==> src/rtl/busrt_pkg.sv <==
// Shared types for the control bus router.
// Assumes: route encoding is private to this block.
package busrt_pkg;
    typedef enum logic [1:0] {
        RT_MEM = 2'd0,
        RT_INT = 2'd1,
        RT_DDC = 2'd2
    } route_t;

    localparam logic [1:0] CMD_TO_MEM = 2'b01;
    localparam logic [1:0] CMD_TO_DDC = 2'b10;
endpackage

==> src/rtl/busrt_edge_detect.sv <==
// Synchronises the host clock and data lines into the system clock domain
// and flags START, STOP and clock edges.
// Assumes: system clock is several times faster than the bus clock;
// idle level of both lines is high.
module busrt_edge_detect #(
    parameter int SYNC_STAGES = 2
) (
    input  logic clk,
    input  logic rst_n,
    input  logic scl_in,
    input  logic sda_in,
    output logic sda_q,
    output logic start_evt,
    output logic stop_evt,
    output logic scl_rise,
    output logic scl_fall
);
    localparam int NLINES = 2;

    logic [NLINES-1:0] raw;
    logic [NLINES-1:0] synced;
    logic [NLINES-1:0] prev;
    logic              scl_q;

    assign raw = {scl_in, sda_in};

    generate
        for (genvar g = 0; g < NLINES; g++) begin : g_line
            logic [SYNC_STAGES-1:0] chain;
            // Shift the raw line through the synchroniser chain.
            always_ff @(posedge clk) begin
                if (!rst_n) chain <= '1;
                else        chain <= {chain[SYNC_STAGES-2:0], raw[g]};
            end
            assign synced[g] = chain[SYNC_STAGES-1];
        end
    endgenerate

    // Keep last synchronised levels for edge detection.
    always_ff @(posedge clk) begin
        if (!rst_n) prev <= '1;
        else        prev <= synced;
    end

    assign scl_q     = synced[1];
    assign sda_q     = synced[0];
    assign start_evt = prev[1] & scl_q & prev[0] & ~sda_q;
    assign stop_evt  = prev[1] & scl_q & ~prev[0] & sda_q;
    assign scl_rise  = ~prev[1] & scl_q;
    assign scl_fall  = prev[1] & ~scl_q;


    start_stop_excl_chk: assert property (@(posedge clk) disable iff (!rst_n)
        start_evt |=> !stop_evt);
endmodule

==> src/rtl/busrt_byte_track.sv <==
// Frames the host bit stream into bytes: counts clock rises, shifts data,
// marks the acknowledge slot and counts bytes since the last START.
// Assumes: START/STOP pulses from busrt_edge_detect.
module busrt_byte_track #(
    parameter int BYTE_W = 8
) (
    input  logic              clk,
    input  logic              rst_n,
    input  logic              start_evt,
    input  logic              stop_evt,
    input  logic              scl_rise,
    input  logic              scl_fall,
    input  logic              sda_q,
    output logic              byte_done,
    output logic [BYTE_W-1:0] byte_q,
    output logic [1:0]        byte_idx,
    output logic              in_ack
);
    localparam int CNT_W = $clog2(BYTE_W + 2);
    localparam logic [CNT_W-1:0] LAST_DATA = CNT_W'(BYTE_W - 1);
    localparam logic [CNT_W-1:0] ACK_CNT   = CNT_W'(BYTE_W);
    localparam logic [CNT_W-1:0] END_CNT   = CNT_W'(BYTE_W + 1);

    logic [CNT_W-1:0]  bitcnt;
    logic [BYTE_W-1:0] shreg;

    // Bit counter, shifter, acknowledge window and byte index.
    always_ff @(posedge clk) begin
        if (!rst_n) begin
            bitcnt    <= '0;
            shreg     <= '0;
            byte_q    <= '0;
            byte_done <= 1'b0;
            byte_idx  <= 2'd0;
            in_ack    <= 1'b0;
        end else begin
            byte_done <= 1'b0;
            if (start_evt || stop_evt) begin
                bitcnt   <= '0;
                byte_idx <= 2'd0;
                in_ack   <= 1'b0;
            end else if (scl_rise) begin
                if (bitcnt < ACK_CNT) shreg <= {shreg[BYTE_W-2:0], sda_q};
                if (bitcnt == LAST_DATA) begin
                    byte_done <= 1'b1;
                    byte_q    <= {shreg[BYTE_W-2:0], sda_q};
                end
                if (bitcnt < END_CNT) bitcnt <= bitcnt + 1'b1;
            end else if (scl_fall) begin
                if (bitcnt == ACK_CNT) in_ack <= 1'b1;
                if (bitcnt == END_CNT) begin
                    in_ack <= 1'b0;
                    bitcnt <= '0;
                    if (byte_idx != 2'd2) byte_idx <= byte_idx + 2'd1;
                end
            end
        end
    end


    bitcnt_range_chk: assert property (@(posedge clk) disable iff (!rst_n)
        bitcnt <= END_CNT);

    ack_window_chk: assert property (@(posedge clk) disable iff (!rst_n)
        in_ack |-> (bitcnt >= ACK_CNT));
endmodule

==> src/rtl/busrt_route_ctrl.sv <==
// Route state machine plus register stub: snoops address bytes, claims the
// own address, decodes the command register and moves the route.
// Assumes: byte framing from busrt_byte_track; changes made only at byte
// boundaries or STOP.
module busrt_route_ctrl
    import busrt_pkg::*;
#(
    parameter logic [5:0] OWN_HI  = 6'b011100,
    parameter logic [7:0] CMD_IDX = 8'h08
) (
    input  logic       clk,
    input  logic       rst_n,
    input  logic       addr_sel,
    input  logic       start_evt,
    input  logic       stop_evt,
    input  logic       byte_done,
    input  logic [7:0] byte_q,
    input  logic [1:0] byte_idx,
    input  logic       in_ack,
    output route_t     route,
    output logic       sda_pull
);
    logic [6:0] own_addr;
    logic       addr_hit;
    logic       addressed;
    logic       rw_rd;
    logic [7:0] reg_ptr;
    logic       pend_valid;
    route_t     pend_route;
    logic       ddc_seen_start;

    assign own_addr = {OWN_HI, ~addr_sel};
    assign addr_hit = (byte_q[7:1] == own_addr);

    // Route, claim, pointer and pending command update.
    always_ff @(posedge clk) begin
        if (!rst_n) begin
            route          <= RT_MEM;
            addressed      <= 1'b0;
            rw_rd          <= 1'b0;
            reg_ptr        <= '0;
            pend_valid     <= 1'b0;
            pend_route     <= RT_INT;
            ddc_seen_start <= 1'b0;
        end else begin
            if (start_evt) begin
                addressed <= 1'b0;
                if (route == RT_DDC) ddc_seen_start <= 1'b1;
            end
            if (stop_evt) begin
                addressed <= 1'b0;
                if (route == RT_INT && pend_valid) begin
                    route      <= pend_route;
                    pend_valid <= 1'b0;
                end
                if (route == RT_DDC && ddc_seen_start) begin
                    route          <= RT_INT;
                    ddc_seen_start <= 1'b0;
                end
            end
            if (byte_done) begin
                unique case (route)
                    RT_MEM: begin
                        if (byte_idx == 2'd0 && addr_hit) begin
                            route     <= RT_INT;
                            addressed <= 1'b1;
                            rw_rd     <= byte_q[0];
                        end
                    end
                    RT_INT: begin
                        if (byte_idx == 2'd0) begin
                            addressed <= addr_hit;
                            rw_rd     <= byte_q[0];
                        end else if (addressed && !rw_rd) begin
                            if (byte_idx == 2'd1) begin
                                reg_ptr <= byte_q;
                            end else begin
                                if (reg_ptr == CMD_IDX) begin
                                    if (byte_q[1:0] == CMD_TO_MEM) begin
                                        pend_valid <= 1'b1;
                                        pend_route <= RT_MEM;
                                    end else if (byte_q[1:0] == CMD_TO_DDC) begin
                                        pend_valid <= 1'b1;
                                        pend_route <= RT_DDC;
                                    end
                                end
                                reg_ptr <= reg_ptr + 8'd1;
                            end
                        end
                    end
                    default: ;
                endcase
            end
        end
    end

    assign sda_pull = addressed && in_ack && (byte_idx == 2'd0 || !rw_rd);


    mem_exit_chk: assert property (@(posedge clk) disable iff (!rst_n)
        ($past(route) == RT_MEM && route != RT_MEM) |-> (route == RT_INT && $past(byte_done)));

    int_exit_chk: assert property (@(posedge clk) disable iff (!rst_n)
        ($past(route) == RT_INT && route != RT_INT) |-> $past(stop_evt));

    ddc_exit_chk: assert property (@(posedge clk) disable iff (!rst_n)
        ($past(route) == RT_DDC && route != RT_DDC) |-> (route == RT_INT && $past(stop_evt)));

    pull_claim_chk: assert property (@(posedge clk) disable iff (!rst_n)
        sda_pull |-> (route == RT_INT));
endmodule

==> src/rtl/ctl_bus_router.sv <==
// Top of the two-wire control bus router: edge detection, byte framing,
// route control and the downstream line multiplexing.
// Assumes: host lines are plain logic levels; open-drain pads sit outside.
module ctl_bus_router
    import busrt_pkg::*;
#(
    parameter int         SYNC_STAGES = 2,
    parameter logic [5:0] OWN_HI      = 6'b011100,
    parameter logic [7:0] CMD_IDX     = 8'h08
) (
    input  logic clk,
    input  logic rst_n,
    input  logic addr_sel,
    input  logic host_scl,
    input  logic host_sda,
    output logic host_sda_pull,
    output logic mem_scl,
    output logic mem_sda,
    output logic ddc_scl,
    output logic ddc_sda
);
    logic       sda_q, start_evt, stop_evt, scl_rise, scl_fall;
    logic       byte_done, in_ack;
    logic [7:0] byte_q;
    logic [1:0] byte_idx;
    route_t     route;

    busrt_edge_detect #(.SYNC_STAGES(SYNC_STAGES)) u_edge (
        .clk(clk), .rst_n(rst_n), .scl_in(host_scl), .sda_in(host_sda),
        .sda_q(sda_q), .start_evt(start_evt), .stop_evt(stop_evt),
        .scl_rise(scl_rise), .scl_fall(scl_fall)
    );

    busrt_byte_track #(.BYTE_W(8)) u_track (
        .clk(clk), .rst_n(rst_n), .start_evt(start_evt), .stop_evt(stop_evt),
        .scl_rise(scl_rise), .scl_fall(scl_fall), .sda_q(sda_q),
        .byte_done(byte_done), .byte_q(byte_q), .byte_idx(byte_idx),
        .in_ack(in_ack)
    );

    busrt_route_ctrl #(.OWN_HI(OWN_HI), .CMD_IDX(CMD_IDX)) u_route (
        .clk(clk), .rst_n(rst_n), .addr_sel(addr_sel),
        .start_evt(start_evt), .stop_evt(stop_evt), .byte_done(byte_done),
        .byte_q(byte_q), .byte_idx(byte_idx), .in_ack(in_ack),
        .route(route), .sda_pull(host_sda_pull)
    );

    // Selected segment follows the host; others are released high.
    assign mem_scl = (route == RT_MEM) ? host_scl : 1'b1;
    assign mem_sda = (route == RT_MEM) ? host_sda : 1'b1;
    assign ddc_scl = (route == RT_DDC) ? host_scl : 1'b1;
    assign ddc_sda = (route == RT_DDC) ? host_sda : 1'b1;


    one_segment_chk: assert property (@(posedge clk) disable iff (!rst_n)
        !(!mem_scl && !ddc_scl));
endmodule

==> config.mk <==
export PLATFORM = sky130hd
export DESIGN_NAME = ctl_bus_router
export DESIGN_NICKNAME = d
export VERILOG_FILES = /design/src/rtl/busrt_pkg.sv /design/src/rtl/busrt_edge_detect.sv /design/src/rtl/busrt_byte_track.sv /design/src/rtl/busrt_route_ctrl.sv /design/src/rtl/ctl_bus_router.sv
export SDC_FILE = /design/constraint.sdc
export NUM_CORES = 1
export LEC_CHECK = 0
export BUFFER_PORTS_ARGS = -buffer_cell sky130_fd_sc_hd__buf_2
export CORE_MARGIN = 4
export CORE_UTILIZATION = 46
export DETAILED_ROUTE_END_ITERATION = 12
export PLACE_DENSITY_LB_ADDON = 0.3
export RECOVER_POWER = 100
export SYNTH_ARGS = -nofsm -noshare
export SYNTH_HDL_FRONTEND = slang
export SYNTH_SLANG_ARGS = --single-unit
export TNS_END_PERCENT = 20
==> constraint.sdc <==
create_clock -name clk -period 3.01 [get_ports clk]
set_clock_uncertainty 0.1 [all_clocks]
set_input_delay 0.4515 -clock clk [delete_from_list [all_inputs] [get_ports clk]]
set_output_delay 0.4515 -clock clk [all_outputs]
set_load 0.01 [all_outputs]
==> results of run 1 <==
==> layout make-up <==
type                    instances  area [µm²]
clock buffers                   5        68.8
clock inverters                 3        22.5
fillers                       479        2320
inverters                      17        63.8
multi-input cells             181        1230
flip-flops and latches         45         901
well taps                      67        83.8
repair buffers                 10        41.3
==> metal layers <==
layer  part of all wire  track usage  vias to the layer above
li1                   -            -                      904
met1               0.51        0.208                      785
met2               0.44        0.245                       19
met3              0.032       0.0348                        5
met4              0.015       0.0587                        0
met5                  0            0                        -
==> cells in the final DEF (no fill, tap or decap), drive strengths merged, types with 4 or more instances in the layout <==
| master | n |
|---|---|
| nand2b | 11 |
| inv | 17 |
| mux2i | 9 |
| a31oi | 4 |
| dfxtp | 45 |
| nand2 | 25 |
| nand3 | 14 |
| o21ai | 14 |
| ha | 15 |
| or3 | 4 |
| nor3 | 7 |
| clkbuf | 12 |
| a21oi | 12 |
| nor2b | 8 |
| nor2 | 12 |
==> stage by stage <==
| step | instances | setup WS [ps] | util | total power [W] | hold WS [ps] |
|---|---|---|---|---|---|
| floorplan | 251 | 1300 | - | 0.000643 | 286 |
| global placement | 320 | 1150 | 0.495 | 0.000653 | 291 |
| detailed placement | 320 | 1080 | 0.495 | 0.000653 | 301 |
| CTS | 328 | 1060 | 0.514 | 0.00103 | 243 |
| global route | 328 | 469 | 0.510 | 0.00106 | 279 |
| finish | 328 | 709 | 0.510 | 0.00101 | 251 |
==> worst paths after layout <==
kind	from	end	slack (ps)	cells past startpoint
worst min register to register	u_edge.g_line[0].chain[0]	u_edge.g_line[0].chain[1]	320	1
worst max-delay path	rst_n	u_route.rw_rd	710	5
worst min-delay path	host_sda	u_edge.g_line[0].chain[0]	250	2
worst max register to register	u_edge.prev[1]	u_track.shreg[2]	970	6
==> state kept, by name, indices dropped and copies added (netlist names) <==
| name | flops |
|---|---|
| u_route.reg_ptr | 8 |
| u_track.byte_q | 8 |
| u_track.shreg | 7 |
| u_edge.g_line.chain | 4 |
| u_track.bitcnt | 4 |
| u_edge.prev | 2 |
| u_route.pend_route | 2 |
| u_route.route | 2 |
| u_track.byte_idx | 2 |
| u_route.addressed | 1 |
| u_route.ddc_seen_start | 1 |
| u_route.pend_valid | 1 |
| u_route.rw_rd | 1 |
| u_track.byte_done | 1 |
| u_track.in_ack | 1 |
==> report_power, final <==
part,total (W),switching [W],internal [W]
sequential,0.000601,0.00000298,0.000598
combinational,0.0000358,0.0000228,0.0000130
clock,0.000375,0.000212,0.000163
total,0.00101,0.000237,0.000774
==> critical path, delay by kind of cell <==
family | cells | cell delay [ps]
compound gates | 2 | 270
simple gates | 1 | 190
buf+inv | 2 | 1520
==> logic make-up after synthesis <==
| family | share of synthesized area |
|---|---|
| and+or+nand+nor | 0.238 |
| AOI/OAI and AO/OA | 0.167 |
| DFF | 0.402 |
| buffers and inverters | 0.0458 |
| adders and majority gates | 0.0838 |
| muxes | 0.0402 |
| xor gates and xnor gates | 0.0229 |
==> flow_summary.json, run 1 <==
{
  "status": "finished clean",
  "hp-class": "in2reg",
  "maxSlewHeadroom": 0.198,
  "clockBufferDepth": 2,
  "ys_top_cells_by_area": "dfxtp_1, ha_1, nand2_1",
  "grt_pass1_wl_mm": 7.64,
  "synth_top_area_share": 0.402,
  "irDropWorstVdd_mv": 0.280,
  "syn_area_um2": 2240,
  "finish.net_count": 280,
  "max_stage_delay_ps": 860,
  "gr-usage-all-layers": 0.156,
  "synth_edf_count": 0,
  "cp_max_fo": 30,
  "power_density_nw_per_um2": 420,
  "drive_gt1_frac": 0.0690,
  "fin_crit_sh": 0.765,
  "synth.distinct_cells": 48,
  "drtIter0Drc": 91,
  "maxCapViolations": 0,
  "grt_max_degree": 31,
  "cts_htree_levels": 2,
  "diodes": 0,
  "dieArea_um2": 6050,
  "ant_nets": 0,
  "placed_cell_area_um2": 2340,
  "syn_inst": 251,
  "startpoint_type": "input pin",
  "crit_arrival_ps": 2440,
  "port-buffer-count": 9,
  "postCtsSetupBuffers": 0,
  "fp.dieW_um": 77.8,
  "via_per_inst": 5.22,
  "io_pins": 10,
  "setup_violations": 0,
  "end_kind": "flip-flop",
  "cts-root-buf": "clkbuf_8",
  "vias": 1713,
  "finalHoldViolCount": 0,
  "synth_most_common_cell": "dfxtp_1",
  "rsz0062_at_grt": "false",
  "synth-async-reset-ratio": 0,
  "cts_resized": 0,
  "clkTransAtPathRegs_ps": 90,
  "worstMarginPinSlew_ps": 1200,
  "drt_first_pass_iters": 4,
  "cts_made_buffers": 5,
  "start_util": 0.474,
  "cts_tree": "yes",
  "gp_congestion": 0.838,
  "coreArea_um2": 4720,
  "crit_slowest_cell": "clkbuf_1",
  "dp_hpwl_mm": 3.10,
  "grt.overflow.total": 0,
  "area_growth_pct": 7.43,
  "grt_antenna_before_repair": 0,
  "holdBufCountCts": 0,
  "setup-tns-final_ps": 0,
  "ys_ff_latch": 45,
  "wirelength_mm": 4.29,
  "fmaxAchievable_ghz": 0.435,
  "grt_pass1_vias": 1666,
  "num_rows": 25,
  "leakage_nw": 0.845,
  "clock-sinks": 45,
  "cp.required_ps": 3150,
  "insertion_delay_ps": 300,
  "synth_seq_area_share": 0.402,
  "period_needed_ps": 2300,
  "final_max_slew_viol_count": 0,
  "drc": 0,
  "synth_top_flop_cell": "dfxtp_1",
  "synth.avg_cell_area_um2": 8.93,
  "crit_type": "in2reg",
  "synthesis.nets": 271,
  "crit_path_cell_trace": "clkbuf_1, clkbuf_1, nand2_1, a21oi_1, a41o_1",
  "yosys_warnings": 0,
  "post_drt_wl_per_cell_um": 13.1,
  "die_h_um": 77.8,
  "crit_top_cell": "clkbuf_1",
  "final_area_um2": 2410,
  "ys_top_cells_by_count": "dfxtp_1, nand2_1, inv_1, ha_1",
  "synth_largest_area_cell": "dfxtp_1"
}
(Power assumes the default switching activity.)
==> run 2, diff against run 1 <==
Clock period 3.01 ns to 1.85 ns, I/O delays scaled along.
==> run 2 against run 1 <==
Utilization increased by 1.8 points. Sequential share of layout area decreased by 1.3 points. Final area increased by 3.5%. First-iteration DRC count decreased by 21%. Worst setup slack got worse by 540 ps. Sequential cell count unchanged. Die area unchanged. Via count increased by 1.7%. Sequential power increased by 63%. Worst hold slack got worse by 180 ps. Critical path type is now reg2reg. Largest power group unchanged. Highest routed layer unchanged.
==> flow_summary.json, run 2 (synthesis gave the netlist of run 1 again) <==
{
  "maxCapViolations": 0,
  "final_cell_mix": "dfxtp_1, nand2_1, inv_1",
  "startpoint_type": "flip-flop",
  "cts-root-buf": "clkbuf_8",
  "irDropWorstVdd_mv": 0.480,
  "fp.dieW_um": 77.8,
  "power_density_nw_per_um2": 727,
  "place_inst": 326,
  "post_drt_wl_per_cell_um": 12.3,
  "cts_htree_levels": 2,
  "cts_tree": "yes",
  "fin_cells": 334,
  "mostFrequentLayoutCell": "dfxtp_1",
  "leakage_nw": 0.905,
  "clockBufferDepth": 2,
  "end_kind": "flip-flop",
  "worstMarginPinSlew_ps": 972,
  "fin_crit_sh": 0.911,
  "grt_pass1_vias": 1577,
  "period_needed_ps": 1680,
  "wirelength_mm": 4.11,
  "r2r_cells": 5,
  "rsz0062_at_grt": "false",
  "reg_top3": "u_route.reg_ptr (8), u_track.byte_q (8), u_track.shreg (7)",
  "coreArea_um2": 4720,
  "port-buffer-count": 9,
  "n_fill_cell": 450,
  "status": "finished clean",
  "ant_nets": 0,
  "cp_max_fo": 4,
  "cts_made_buffers": 5,
  "clock-sinks": 45,
  "num_rows": 25,
  "finalHoldViolCount": 0,
  "cp.required_ps": 1940,
  "dp_hpwl_mm": 2.99,
  "drc": 0,
  "grt.overflow.total": 0,
  "drive_gt1_frac": 0.109,
  "vias": 1742,
  "holdBufCountCts": 0,
  "start_util": 0.474,
  "dieArea_um2": 6050,
  "setup-tns-final_ps": 0,
  "die_h_um": 77.8,
  "diodes": 0,
  "hold-path-cell-count": 2,
  "clkTransAtPathRegs_ps": 90,
  "finish.net_count": 286,
  "insertion_delay_ps": 310,
  "grt_max_degree": 26,
  "dp_slack_ps": 91.7,
  "crit_arrival_ps": 1770,
  "io_pins": 10,
  "setup_violations": 0,
  "crit_type": "reg2reg",
  "total_power_w": 0.00181,
  "gr-usage-all-layers": 0.151,
  "area_growth_pct": 11.2,
  "final_max_slew_viol_count": 0,
  "worst_slack_ps": 165,
  "grt_antenna_before_repair": 0,
  "fmaxAchievable_ghz": 0.594,
  "hp-class": "in2reg",
  "drtIter0Drc": 72,
  "gp_congestion": 0.777,
  "grt_pass1_wl_mm": 7.37,
  "drt_first_pass_iters": 5,
  "maxSlewHeadroom": 0.352,
  "via_per_inst": 5.22
}
[run 2: changes by cell type in the layout (fill, tap and decap cells not counted), moves of 2 or more]
cell,delta
clkbuf_2,+5
buf_4,+3
clkbuf_1,-2
clkinvlp_4,-3
[run 2: cell type report]
class	count	area, µm²	area share
Clock buffer	5	68.8	0.0276
Timing Repair Buffer	16	81.3	0.0326
Sequential cell	45	901	0.362
Inverter	17	63.8	0.0256
Tap cell	67	83.8	0.0337
Multi-Input combinational cell	181	1240	0.499
Clock inverter	3	50.0	0.0201
[run 2: what timing repair did]
item / 4_1_cts / 5_1_grt
gates resized for setup: 0 / 2
buffers inserted: 0 / 0
setup endpoints to repair: 0 / 2
[run 2: per-layer routing]
layer,global-route usage,wire [µm],vias up
li1,-,-,908
met1,0.209,2130,799
met2,0.217,1730,27
met3,0.0394,154,8
met4,0.0694,92,0
met5,0,0,-
[run 2: metrics by stage]
stage	cell area, µm²	hold slack, ps	util
global placement	2380	290	0.505
floorplan	2240	279	-
finish	2490	66.6	0.527
global route	2490	79.1	0.527
CTS	2500	62.9	0.530
detailed placement	2380	295	0.505
[run 2: power by group]
group | internal, W | switching (W) | leakage (nW)
logic | 0.0000219 | 0.0000382 | 0.481
clock network | 0.000414 | 0.000359 | 0.0603
registers | 0.000974 | 0.00000494 | 0.364
[run 2: final timing paths]
| kind | startpoint | to | slack [ps] |
|---|---|---|---|
| setup / recovery | u_track.byte_idx[0] | u_route.pend_route[1] | 170 |
| hold / removal | host_sda | u_edge.g_line[0].chain[0] | 70 |
| setup reg to reg | u_track.byte_idx[0] | u_route.pend_route[1] | 170 |
| hold reg to reg | u_edge.g_line[1].chain[0] | u_edge.g_line[1].chain[1] | 310 |
[run 2: worst max-delay path: stages, from the launching register on]
cell      delay [ps]
dfxtp_1          340
inv_1             90
ha_2             200
and4bb_1         330
nand4_1          180
o311a_1          340
==> run 3, diff against run 2 <==
Settings changed: CORE_UTILIZATION 46 to 54.
==> run 3 against run 2 <==
Die area is 13% lower. Total power about the same. Final cell count decreased by 5.4%. Global-route usage up 2.6 points. Register-to-register slack got worse by 40 ps. Worst setup slack worse by 38 ps. Sequential power about the same. Count of clock-buffer cells in the layout is 1 higher. Sequential share of layout area increased by 0.24 points. Final area shrank 0.65%. Critical path type unchanged. Highest routed layer unchanged.
==> flow_summary.json, run 3 (synthesis gave the netlist of run 1 again) <==
{
  "status": "finished clean",
  "grt_max_degree": 28,
  "reg_top3": "u_route.reg_ptr (8), u_track.byte_q (8), u_track.shreg (7)",
  "grt_antenna_before_repair": 0,
  "area_growth_pct": 10.4,
  "via_per_inst": 5.57,
  "dp_hpwl_mm": 3.04,
  "post_drt_wl_per_cell_um": 13.7,
  "rsz0062_at_grt": "false",
  "ant_nets": 0,
  "insertion_delay_ps": 300,
  "final_max_slew_viol_count": 0,
  "crit_type": "reg2reg",
  "crit_path_cell_trace": "inv_1, ha_1, and4bb_2, and2_0, o21ai_0, a32o_1",
  "setup-tns-final_ps": 0,
  "maxCapViolations": 0,
  "end_kind": "flip-flop",
  "cp.required_ps": 1950,
  "cp.buffers_inverters": 1,
  "final_cell_mix": "dfxtp_1, nand2_1, inv_1",
  "grt.overflow.total": 0,
  "hp-class": "in2reg",
  "cts_htree_levels": 2,
  "coreArea_um2": 4000,
  "period_needed_ps": 1720,
  "diodes": 0,
  "worstMarginPinSlew_ps": 498,
  "gp_congestion": 0.792,
  "drtIter0Drc": 73,
  "cts_made_buffers": 5,
  "n_fill_cell": 370,
  "wirelength_mm": 4.34,
  "path_delay_family": "simple AND/OR/NAND/NOR gates",
  "holdBufCountCts": 0,
  "total_power_w": 0.00181,
  "irDropWorstVdd_mv": 0.588,
  "gr-usage-all-layers": 0.177,
  "dieArea_um2": 5240,
  "cts-root-buf": "clkbuf_8",
  "drc": 0,
  "max_stage_delay_ps": 350,
  "maxSlewHeadroom": 0.667,
  "cp_max_fo": 4,
  "grt_pass1_vias": 1631,
  "fin_crit_sh": 0.931,
  "fmaxAchievable_ghz": 0.580,
  "port-buffer-count": 9,
  "drive_gt1_frac": 0.113,
  "cts_tree": "yes",
  "clockBufferDepth": 2,
  "num_rows": 23,
  "drt_first_pass_iters": 4,
  "setup_violations": 0,
  "clkTransAtPathRegs_ps": 80,
  "leakage_nw": 0.893,
  "fp.dieW_um": 72.4,
  "finish.net_count": 285,
  "start_util": 0.560,
  "crit_slowest_cell": "dfxtp_1",
  "mostFrequentLayoutCell": "dfxtp_1",
  "io_pins": 10,
  "power_density_nw_per_um2": 732,
  "clock-sinks": 45,
  "vias": 1759,
  "die_h_um": 72.4,
  "crit_arrival_ps": 1820,
  "grt_pass1_wl_mm": 7.36,
  "finalHoldViolCount": 0,
  "startpoint_type": "flip-flop"
}
[run 3: what timing repair did]
action | 4_1_cts | 5_1_grt
gates resized for setup | 0 | 5
setup endpoints to repair | 0 | 7
hold endpoints to repair | 0 | 0
setup buffers | 0 | 0
[run 3: per-stage QoR]
step / hold WS (ps) / instance area (µm²) / util / cells / worst slack [ps]
global route: 90.8 / 2470 / 0.619 / 316 / 21.4
finish: 85.0 / 2470 / 0.619 / 316 / 127
CTS: 84.0 / 2470 / 0.619 / 316 / 71.6
global placement: 289 / 2350 / 0.589 / 308 / 173
floorplan: 279 / 2240 / - / 251 / 144
detailed placement: 301 / 2350 / 0.589 / 308 / 91.0
[run 3: area by class of cell]
type                            instances  area (µm²)  share of cell area
Timing Repair Buffer                   15        80.1              0.0324
Clock inverter                          2        37.5              0.0152
Inverter                               17        63.8              0.0258
Tap cell                               50        62.6              0.0253
Multi-Input combinational cell        181        1250               0.504
Clock buffer                            6        82.6              0.0334
Sequential cell                        45         901               0.364
[run 3: path summary, 6_finish.rpt]
check             slack, ps  cells after the start                      start                        end
setup / recovery        130                      6        u_track.byte_idx[0]         u_route.reg_ptr[7]
hold / removal           80                      2                   host_scl  u_edge.g_line[1].chain[0]
setup reg to reg        130                      6        u_track.byte_idx[0]         u_route.reg_ptr[7]
hold reg to reg         320                      1  u_edge.g_line[1].chain[0]  u_edge.g_line[1].chain[1]
[run 3: metal layers]
layer / part of all wire / global-route usage / routed length [µm] / up-vias
li1: - / - / - / 907
met1: 0.51 / 0.252 / 2200 / 813
met2: 0.44 / 0.264 / 1920 / 33
met3: 0.037 / 0.0416 / 159 / 6
met4: 0.015 / 0.0615 / 64 / 0
met5: 0 / 0 / 0 / -
[run 3: report_power, final]
| group | switching [W] | internal, W |
|---|---|---|
| Sequential | 0.00000486 | 0.000974 |
| Clock | 0.000333 | 0.000439 |
| Combinational | 0.0000383 | 0.0000219 |
